### config.mk
export PLATFORM = sky130hd
export DESIGN_NAME = ulk_bank_prog
export DESIGN_NICKNAME = d
export VERILOG_FILES = /design/src/rtl/ulk_pkg.sv /design/src/rtl/ulk_cmd_table.sv /design/src/rtl/ulk_us_timer.sv /design/src/rtl/ulk_toggle_cmp.sv /design/src/rtl/ulk_bank_prog.sv
export SDC_FILE = /design/constraint.sdc
export NUM_CORES = 1
export LEC_CHECK = 0
export ABC_AREA = 1
export BUFFER_PORTS_ARGS = -buffer_cell sky130_fd_sc_hd__buf_4
export CAP_MARGIN = 20
export CORE_UTILIZATION = 25
export CTS_CLUSTER_SIZE = 12
export DETAILED_ROUTE_END_ITERATION = 16
export GPL_TIMING_DRIVEN = 1
export MAX_ROUTING_LAYER = met4
export SLEW_MARGIN = 10
export SYNTH_ARGS = -nofsm -noshare
export SYNTH_HDL_FRONTEND = slang
export SYNTH_SLANG_ARGS = --single-unit
### constraint.sdc
create_clock -name clk -period 2.41 [get_ports clk]
set_input_delay 0.241 -clock clk [delete_from_list [all_inputs] [get_ports clk]]
set_output_delay 0.241 -clock clk [all_outputs]
set_load 0.005 [all_outputs]
### src/rtl/ulk_pkg.sv
package ulk_pkg;

    typedef enum logic [3:0] {
        ST_IDLE,
        ST_CMD,
        ST_CWAIT,
        ST_DATA,
        ST_POLLA,
        ST_POLLB,
        ST_RST,
        ST_RWAIT,
        ST_VFY,
        ST_FIN
    } ulk_state_e;

    localparam int          OFF_W       = 11;
    localparam logic [10:0] OFF_KEY1    = 11'h555;
    localparam logic [10:0] OFF_KEY2    = 11'h2AA;
    localparam logic [7:0]  DAT_KEY1    = 8'hAA;
    localparam logic [7:0]  DAT_KEY2    = 8'h55;
    localparam logic [7:0]  DAT_ERS_SET = 8'h80;
    localparam logic [7:0]  DAT_ERS_GO  = 8'h30;
    localparam logic [7:0]  DAT_PRG     = 8'hA0;
    localparam logic [7:0]  DAT_RESET   = 8'hF0;
    localparam logic [7:0]  DAT_BLANK   = 8'hFF;

endpackage

### src/rtl/ulk_cmd_table.sv
module ulk_cmd_table
    import ulk_pkg::*;
(
    input  logic             prog,
    input  logic [2:0]       step,
    output logic [OFF_W-1:0] off,
    output logic [7:0]       dat,
    output logic             last
);
    always_comb begin
        off  = OFF_KEY1;
        dat  = DAT_KEY1;
        last = 1'b0;
        case (step)
            3'd0: begin off = OFF_KEY1; dat = DAT_KEY1; end
            3'd1: begin off = OFF_KEY2; dat = DAT_KEY2; end
            3'd2: begin
                off  = OFF_KEY1;
                dat  = prog ? DAT_PRG : DAT_ERS_SET;
                last = prog;
            end
            3'd3: begin off = OFF_KEY1; dat = DAT_KEY1; end
            3'd4: begin off = OFF_KEY2; dat = DAT_KEY2; end
            default: begin off = '0; dat = DAT_ERS_GO; last = 1'b1; end
        endcase
    end
endmodule

### src/rtl/ulk_us_timer.sv
module ulk_us_timer #(
    parameter int CLK_PER_US = 200
) (
    input  logic clk,
    input  logic rst_n,
    input  logic kick,
    output logic expired
);
    localparam int CW = $clog2(CLK_PER_US + 1);

    logic [CW-1:0] cnt_d, cnt_q;

    always_comb begin
        cnt_d = cnt_q;
        if (kick)
            cnt_d = CW'(CLK_PER_US - 1);
        else if (cnt_q != '0)
            cnt_d = cnt_q - 1'b1;
    end

    always_ff @(posedge clk or negedge rst_n) begin
        if (!rst_n) cnt_q <= '0;
        else        cnt_q <= cnt_d;
    end

    assign expired = (cnt_q == '0);
endmodule

### src/rtl/ulk_toggle_cmp.sv
module ulk_toggle_cmp (
    input  logic       clk,
    input  logic       rst_n,
    input  logic       capture,
    input  logic [7:0] rdata,
    output logic       same
);
    logic [7:0] held_d, held_q;

    always_comb begin
        held_d = capture ? rdata : held_q;
    end

    always_ff @(posedge clk or negedge rst_n) begin
        if (!rst_n) held_q <= '0;
        else        held_q <= held_d;
    end

    assign same = (rdata == held_q);
endmodule

### src/rtl/ulk_bank_prog.sv
module ulk_bank_prog
    import ulk_pkg::*;
#(
    parameter int BANK_BYTES = 8192,
    parameter int CLK_PER_US = 200,
    parameter int POLL_LIMIT = 1000000,
    parameter int FL_AW      = 14
) (
    input  logic                          clk,
    input  logic                          rst_n,
    input  logic                          start,
    input  logic                          op_prog,
    input  logic                          bank_sel,
    output logic                          busy,
    output logic                          done,
    output logic                          error,
    output logic [$clog2(BANK_BYTES)-1:0] buf_addr,
    input  logic [7:0]                    buf_data,
    output logic [FL_AW-1:0]              fl_addr,
    output logic [7:0]                    fl_wdata,
    output logic                          fl_we,
    output logic                          fl_re,
    input  logic [7:0]                    fl_rdata
);
    localparam int              IDX_W = $clog2(BANK_BYTES);
    localparam int              PC_W  = $clog2(POLL_LIMIT + 1);
    localparam logic [IDX_W-1:0] LAST = IDX_W'(BANK_BYTES - 1);
    localparam logic [PC_W-1:0]  PLIM = PC_W'(POLL_LIMIT - 1);

    typedef struct packed {
        ulk_state_e       st;
        logic             prog;
        logic             bank;
        logic [2:0]       step;
        logic [IDX_W-1:0] idx;
        logic [PC_W-1:0]  pcnt;
        logic             err;
    } regs_t;

    regs_t d, q;

    logic             tmr_kick, tmr_exp;
    logic             tog_cap, tog_same;
    logic [OFF_W-1:0] cmd_off;
    logic [7:0]       cmd_dat;
    logic             cmd_last;
    logic [FL_AW-1:0] off_w, base_w;
    logic [7:0]       vfy_exp;

    ulk_cmd_table u_tab (
        .prog (q.prog),
        .step (q.step),
        .off  (cmd_off),
        .dat  (cmd_dat),
        .last (cmd_last)
    );

    ulk_us_timer #(.CLK_PER_US(CLK_PER_US)) u_tmr (
        .clk     (clk),
        .rst_n   (rst_n),
        .kick    (tmr_kick),
        .expired (tmr_exp)
    );

    ulk_toggle_cmp u_tog (
        .clk     (clk),
        .rst_n   (rst_n),
        .capture (tog_cap),
        .rdata   (fl_rdata),
        .same    (tog_same)
    );

    assign base_w  = q.bank ? FL_AW'(BANK_BYTES) : '0;
    assign vfy_exp = q.prog ? buf_data : DAT_BLANK;

    always_comb begin
        d        = q;
        tmr_kick = 1'b0;
        tog_cap  = 1'b0;
        fl_we    = 1'b0;
        fl_re    = 1'b0;
        off_w    = '0;
        fl_wdata = '0;
        case (q.st)
            ST_IDLE: begin
                if (start) begin
                    d.st   = ST_CMD;
                    d.prog = op_prog;
                    d.bank = bank_sel;
                    d.step = '0;
                    d.idx  = '0;
                    d.err  = 1'b0;
                end
            end
            ST_CMD: begin
                fl_we    = 1'b1;
                off_w    = FL_AW'(cmd_off);
                fl_wdata = cmd_dat;
                tmr_kick = 1'b1;
                d.st     = ST_CWAIT;
            end
            ST_CWAIT: begin
                if (tmr_exp) begin
                    if (cmd_last) begin
                        d.st   = q.prog ? ST_DATA : ST_POLLA;
                        d.pcnt = '0;
                    end else begin
                        d.step = q.step + 3'd1;
                        d.st   = ST_CMD;
                    end
                end
            end
            ST_DATA: begin
                fl_we    = 1'b1;
                off_w    = FL_AW'(q.idx);
                fl_wdata = buf_data;
                d.pcnt   = '0;
                d.st     = ST_POLLA;
            end
            ST_POLLA: begin
                fl_re   = 1'b1;
                tog_cap = 1'b1;
                d.st    = ST_POLLB;
            end
            ST_POLLB: begin
                fl_re = 1'b1;
                if (tog_same) begin
                    if (q.prog && q.idx != LAST) begin
                        d.idx  = q.idx + 1'b1;
                        d.step = '0;
                        d.st   = ST_CMD;
                    end else begin
                        d.st = ST_RST;
                    end
                end else if (q.pcnt == PLIM) begin
                    d.err = 1'b1;
                    d.st  = ST_RST;
                end else begin
                    d.pcnt = q.pcnt + 1'b1;
                    d.st   = ST_POLLA;
                end
            end
            ST_RST: begin
                fl_we    = 1'b1;
                fl_wdata = DAT_RESET;
                tmr_kick = 1'b1;
                d.st     = ST_RWAIT;
            end
            ST_RWAIT: begin
                if (tmr_exp) begin
                    d.idx = '0;
                    d.st  = ST_VFY;
                end
            end
            ST_VFY: begin
                fl_re = 1'b1;
                off_w = FL_AW'(q.idx);
                if (fl_rdata != vfy_exp) begin
                    d.err = 1'b1;
                    d.st  = ST_FIN;
                end else if (q.idx == LAST) begin
                    d.st = ST_FIN;
                end else begin
                    d.idx = q.idx + 1'b1;
                end
            end
            ST_FIN:  d.st = ST_IDLE;
            default: d.st = ST_IDLE;
        endcase
    end

    always_ff @(posedge clk or negedge rst_n) begin
        if (!rst_n) begin
            q.st   <= ST_IDLE;
            q.prog <= 1'b0;
            q.bank <= 1'b0;
            q.step <= '0;
            q.idx  <= '0;
            q.pcnt <= '0;
            q.err  <= 1'b0;
        end else begin
            q <= d;
        end
    end

    assign fl_addr  = base_w + off_w;
    assign buf_addr = q.idx;
    assign busy     = (q.st != ST_IDLE) && (q.st != ST_FIN);
    assign done     = (q.st == ST_FIN);
    assign error    = q.err;

endmodule

Word level (Yosys, flattened, before mapping)

Cells that the tools add are included.

Flip-flop bits (word level): 59
Input port bits: 21
Output and inout bits: 40

Add/subtract/negate cells: 5
Equal/unequal tests: 33
Multiplexer cells: 43
Reductions and logical operators: 26

Operators with widths:

| operator                | number |
|---|---|
| $mux W20                | 3 |
| $pmux W20 S3            | 1 |
| $pmux W13 S4            | 1 |
| $pmux W8 S3             | 2 |
| $mux W13                | 3 |
| $pmux W4 S9             | 1 |
| $mux W16                | 2 |
| $ne A2 B2 Y1 const B    | 13 |
| $pmux W13 S2            | 1 |
| $mux W8                 | 3 |
| $mux W22                | 1 |
| $pmux W11 S2            | 1 |
| $mux W21                | 1 |
| $add A20 B1 Y20 const B | 1 |
| $eq A20 B20 Y1 const B  | 1 |
| $mux W4                 | 5 |
| $eq A4 B3 Y1 const B    | 4 |
| $mux W3                 | 5 |
| $add A14 B14 Y14        | 1 |
| $mux W14                | 1 |
| $add A13 B1 Y13 const B | 1 |
| $eq A13 B13 Y1 const B  | 1 |
| $ne A13 B13 Y1 const B  | 1 |
| $reduce_and A5 Y1       | 2 |
| other kinds (33)        | 51 |

Depth between registers and ports, before layout

Depth in word-level cells: 6
Mapped depth: 13
Gate-level depth less buffers: 12

By module

A second synthesis with hierarchy kept.

Cells, all modules: 741
Area total of the unflattened synthesis: 4822.1 um2

Modules (own cells, without submodules):

| module         | times used | cells each | area an instance (um2) | seq. area each (um2) |
|---|---|---|---|---|
| ulk_bank_prog  | 1          | 568        | 3679.8                 | 1076.0 |
| ulk_us_timer   | 1          | 69         | 509.2                  | 200.2 |
| ulk_toggle_cmp | 1          | 72         | 454.2                  | 200.2 |
| ulk_cmd_table  | 1          | 32         | 178.9                  | 0.0 |

Worst setup path after synthesis

No wires, ideal clock.

Path type: register -> register
Start point: register q, in the netlist buf_addr[0]
End point: register q, in the netlist buf_addr[2]
Setup time: 0.117 ns
Arrival: 1.658 ns
Required time: 2.293 ns
Setup slack: 0.635 ns
Stages on the path, launching flop included: 13
Buffers on the path: 1
Period minus slack after synthesis: 1.775 ns
Path through: dfrtp_1 ha_1 nand2_1 nor2_2 nand2_2 nor2_2 o21ai_1 nand2_2 nor2_4 nand2_2 buf_6 nand2_1 nand2_1

Longest elaborated chain between the ends: 4
Elaborated cells on any way between the ends: 12
Classes of those cells: 1 x add/sub; 4 x eq/ne; 5 x mux; 2 x reduce/logical

Ends and longest elaborated chain:

| element                                                  | RTL line                                                         | source |
|---|---|---|
| start, declared                                          | ulk_bank_prog.sv:40                                              | `regs_t d, q;` |
| $add A13 B1 Y13 / $ne A13 B13 Y1 (equally long branches) | ulk_bank_prog.sv:129, ulk_bank_prog.sv:164, ulk_bank_prog.sv:128 |  |
| $mux W13 (tied with other cells)                         | ulk_bank_prog.sv:161                                             | `end else if (q.idx == LAST) begin` |
| $mux W13 (tied with other cells)                         | ulk_bank_prog.sv:158                                             | `if (fl_rdata != vfy_exp) begin` |
| $pmux W13 S4 / $reduce_and A7 Y1 (equally long branches) | n/a                                                              |  |

Parallel ways exist; a longest one is shown, timed or not. The select of a mux whose other input is x is not followed.
A chain may end at the register's enable or synchronous reset.

Final worst setup path

Start point: register q[41] (netlist name)
End point: output port fl_wdata[7]

Longest elaborated chain between the ends: 2
Elaborated cells on any way between the ends: 4
Classes of those cells: 3 x eq/ne; 1 x mux

Ends and longest elaborated chain:

| element                              | RTL line            | source |
|---|---|---|
| $eq A4 B3 Y1 (tied with other cells) | ulk_bank_prog.sv:84 | `case (q.st)` |
| $pmux W8 S3 (*)                      | ulk_bank_prog.sv:84 |  |
| end, declared                        | ulk_bank_prog.sv:20 | `output logic [7:0] fl_wdata,` |

Mark *: on every way between the ends. The rest lies on a longest branch, timed or not.

==> impl.org <==
** Run
- Max cap viols :: 0

** Final layout
- The library cell used most frequently in the layout, excluding fill and tap cells, is sky130_fd_sc_hd__nand2_1.
- After routing the design area is 5420 µm².
- Once layout is complete, the utilization of the core stands at 31.1%.
- Final net count :: 772
- The repair_antennas step left the layout with diodes totalling 0.
- The multi-input combinational cells in the finished layout cover a total of 2480 µm².
- The sequential cells in the finished layout cover a total of 1480 µm².
- Relative to the synthesized area, the layout overhead comes to 20.9%.
- Final-layout fill cell count :: around 1.9k
- Leaving out fill and tap cells, the most frequent cells in the layout are 226 x sky130_fd_sc_hd__nand2_1, 84 x sky130_fd_sc_hd__inv_1, 79 x sky130_fd_sc_hd__nor2_1.
- Of the cells placed in the final design, the portion with a size suffix greater than 1 is 15.0%.

** Timing
- Once routing completed, OpenROAD measured the worst setup slack at approximately 0.13 ns.
- Worst hold slack :: -0.0201 ns
- Unrepaired setup endpoints after global routing :: false
- For the finished layout, the period the worst path requires is around 2.3 ns.
- Setup violations remaining at the end of the flow were counted as 0.
- In the finished design, the share of the clock period the worst path needs comes to 94.6%.
- Upper clock frequency limit :: around 0.44 GHz
- Measured against its own limit, the worst slew margin works out to approximately half.
- Final setup skew :: 0.00632 ns
- Final slew viol count :: 0
- Final hold viol count :: 27
- Final TNS setup :: 0 ns
- Actual transition at the worst max-transition pin :: 0.776 ns

** CTS
- Root Buffer :: sky130_fd_sc_hd__clkbuf_16
- Clock-pin slew was measured on the worst setup and hold paths at 0.05 ns.
- Number of buffers on the longest clock path :: 2
- TritonCTS built the clock tree.
- Number of levels in the clock H-tree :: 3
- Total clock buffers created by CTS :: 9
- The tree built by TritonCTS fans out to 59 sinks.
- Clk Latency, worst-skew pair :: around 0.34 ns

** Placement
- Once detailed placement completed, the half-perimeter wirelength came to 8780 µm.
- At the end of routability-driven placement, the weighted congestion stood at 0.880.
- Worst setup slack before clock tree synthesis :: 0.0137 ns
- Number of input and output port buffers inserted :: 60
- Cell area after placement :: 5050 µm²

** Synthesis
- Synth Warn # :: 0
- The cell area that synthesis handed to floorplanning was around 4500 µm².
- Counting every net in the synthesized netlist gives 720.
- The average instance in the mapped netlist occupies 6.49 µm².
- Count of distinct cell types in the synthesized netlist :: 34
- Sequential share of the synthesized area :: 33.0%
- Cell count after synthesis :: between 600 and 700
- Number of storage elements in the synthesis netlist :: 59

** Min path
- Type of the worst min-delay path :: primary input to asynchronous set/reset pin

** GRT
- First-pass GRT wire length :: around 20,000 µm
- Number of global-route vias before repair :: 4,146
- For this run, the total global-route usage over all layers was measured as 14.1%.
- Maximum number of pins on one net before global-route repair :: 60
- Total overflow reported by the global router :: 0
- Initial antenna violation count :: 0

** Pwr
- Leakage Power :: 2.65 nW
- Total power divided by cell area :: 898 nW/µm²
- Total power :: 4.86 mW
- Worst IR Drop VDD :: 0.423 mV

** Floorplanning
- In this run the horizontal extent of the chip is 136 µm.
- Floorplan die area :: 18,500 µm²
- Starting utilization of the core area :: 25.7%
- Row Count :: 48
- Pin placement for this block handled between 60 and 70 I/O pins.
- Placeable Area :: 17,400 µm²
- The die is 136 µm tall.

** Detailed routing
- The first routing iteration left 255 violations.
- Wirelength per Cell :: 12.2 µm
- Via count :: around 4.4k
- DRC Markers :: 0
- Detail-routed via count per cell :: 4.52
- The count of nets left with antenna violations once routing finished came out at 0.
- The first detailed-routing pass took 4 iterations.
- Wires add up to 11,800 µm.

** Critical path
- Kind of launch point of the worst setup path :: flip-flop
- Arrival time of data at the critical path endpoint :: 2.04 ns
- STA puts the critical path data required time at around 2.2 ns.
- Biggest fanout along the worst timing path :: 10
- Type of element capturing the critical path :: output port
- The critical path in this run is classified as flip-flop to output port.

** Outcome
- The final reports fail on hold timing.
- The run finished, with violations left.
flip-flops by register name, indices dropped and copies added (netlist names):
signal and flops:
u_tog.held_q 8, u_tmr.cnt_q 8, buf_addr 13, error 1
q 29
cell families (layout without fill, tap and decap cells):
logic type,count (synthesis),in the layout,share of synthesized area (%)
compound gates,65,65,7.96
flops,59,59,33.0
fa+ha+maj,9,9,2.51
mux,2,2,0.475
simple gates,412,412,39.3
xor+xnor,24,24,4.69
buf+inv,119,175,12.1
final cells by class:
type                       instances  share of cell area, %
clock buffer                      14                   5.24
sequential                        59                   27.3
timing repair buffer              69                   9.57
tap                              225                   5.20
inverter                          91                   6.31
multi-input combinational        512                   45.9
clock inverter                     1                  0.555
critical path, stage by stage, from the launching register on:
cell                       delay [ns]
sky130_fd_sc_hd__dfrtp_1         0.41
sky130_fd_sc_hd__nor2_1          0.18
sky130_fd_sc_hd__inv_1           0.12
sky130_fd_sc_hd__nor2_1          0.17
sky130_fd_sc_hd__clkinv_1        0.31
sky130_fd_sc_hd__o221ai_1        0.35
sky130_fd_sc_hd__buf_4           0.16
cell usage after synthesis:
library cell | count | share of area [%]
sky130_fd_sc_hd__o221ai_1 | 2 | 0.39
sky130_fd_sc_hd__nand4_1 | 10 | 1.4
sky130_fd_sc_hd__a31oi_1 | 3 | 0.42
sky130_fd_sc_hd__o21ai_0 | 44 | 4.9
sky130_fd_sc_hd__ha_1 | 9 | 2.5
sky130_fd_sc_hd__clkbuf_1 | 2 | 0.17
sky130_fd_sc_hd__xnor2_1 | 4 | 0.78
sky130_fd_sc_hd__inv_1 | 84 | 7.0
sky130_fd_sc_hd__nand4_2 | 1 | 0.28
sky130_fd_sc_hd__or2_2 | 1 | 0.14
sky130_fd_sc_hd__buf_4 | 16 | 2.7
sky130_fd_sc_hd__nor2_4 | 4 | 1.0
sky130_fd_sc_hd__nand2_1 | 226 | 19
sky130_fd_sc_hd__o21ai_1 | 1 | 0.11
sky130_fd_sc_hd__nor3_1 | 20 | 2.2
sky130_fd_sc_hd__o211ai_2 | 1 | 0.28
sky130_fd_sc_hd__nor2_2 | 3 | 0.42
sky130_fd_sc_hd__nor3b_1 | 2 | 0.34
sky130_fd_sc_hd__dfrtp_1 | 59 | 33
sky130_fd_sc_hd__buf_2 | 6 | 0.67
sky130_fd_sc_hd__buf_6 | 4 | 1.0
sky130_fd_sc_hd__clkinv_1 | 1 | 0.084
sky130_fd_sc_hd__inv_2 | 6 | 0.50
sky130_fd_sc_hd__nand2_4 | 1 | 0.25
sky130_fd_sc_hd__nand3_4 | 1 | 0.39
sky130_fd_sc_hd__nand3_1 | 54 | 6.0
sky130_fd_sc_hd__xor2_1 | 20 | 3.9
sky130_fd_sc_hd__mux2_2 | 1 | 0.25
sky130_fd_sc_hd__a21oi_1 | 9 | 1.0
sky130_fd_sc_hd__nor4_1 | 1 | 0.14
sky130_fd_sc_hd__mux2i_1 | 1 | 0.22
sky130_fd_sc_hd__o211ai_1 | 5 | 0.84
sky130_fd_sc_hd__nand2_2 | 6 | 0.84
sky130_fd_sc_hd__nor2_1 | 82 | 6.9
worst paths after layout:
path	startpoint	to	cells past startpoint	slack, ns
max reg2reg	buf_addr[1]	buf_addr[11]	11	0.27
max	q[41]	fl_wdata[7]	6	0.13
max in group asynchronous	rst_n	u_tog.held_q[5]	1	1.91
min reg2reg	u_tmr.cnt_q[3]	u_tmr.cnt_q[3]	1	0.49
min	rst_n	u_tmr.cnt_q[5]	1	-0.02
min in group clk	op_prog	q[38]	3	0.12
what timing repair did:
action	in CTS	in global routing
hold buffers	0	0
pin swaps	0	1
endpoints found under the setup margin	7	17
buffers inserted	0	3
gates resized for setup	4	2
power by group:
part | switching, mW | internal, mW
logic | 1.37 | 0.796
registers | 0.163 | 1.18
clock network | 0.451 | 0.907
through the flow:
stage | hold slack, ns | instances
2_1_floorplan | -0.0546 | 690
3_3_place_gp | 0.390 | 953
3_5_place_dp | 0.394 | 953
4_1_cts | 0.0319 | 968
5_1_grt | 0.0688 | 971
6_report | -0.0201 | 971
per-layer routing:
metal | up-vias | share of wire, % | GRT usage (%)
met5 | - | 0 | -
met4 | 0 | 1.2 | 5.00
met3 | 11 | 3.9 | 2.35
met2 | 97 | 45 | 22.0
met1 | 2013 | 50 | 18.4
li1 | 2266 | - | -
Power figures use the tool's default switching activity.
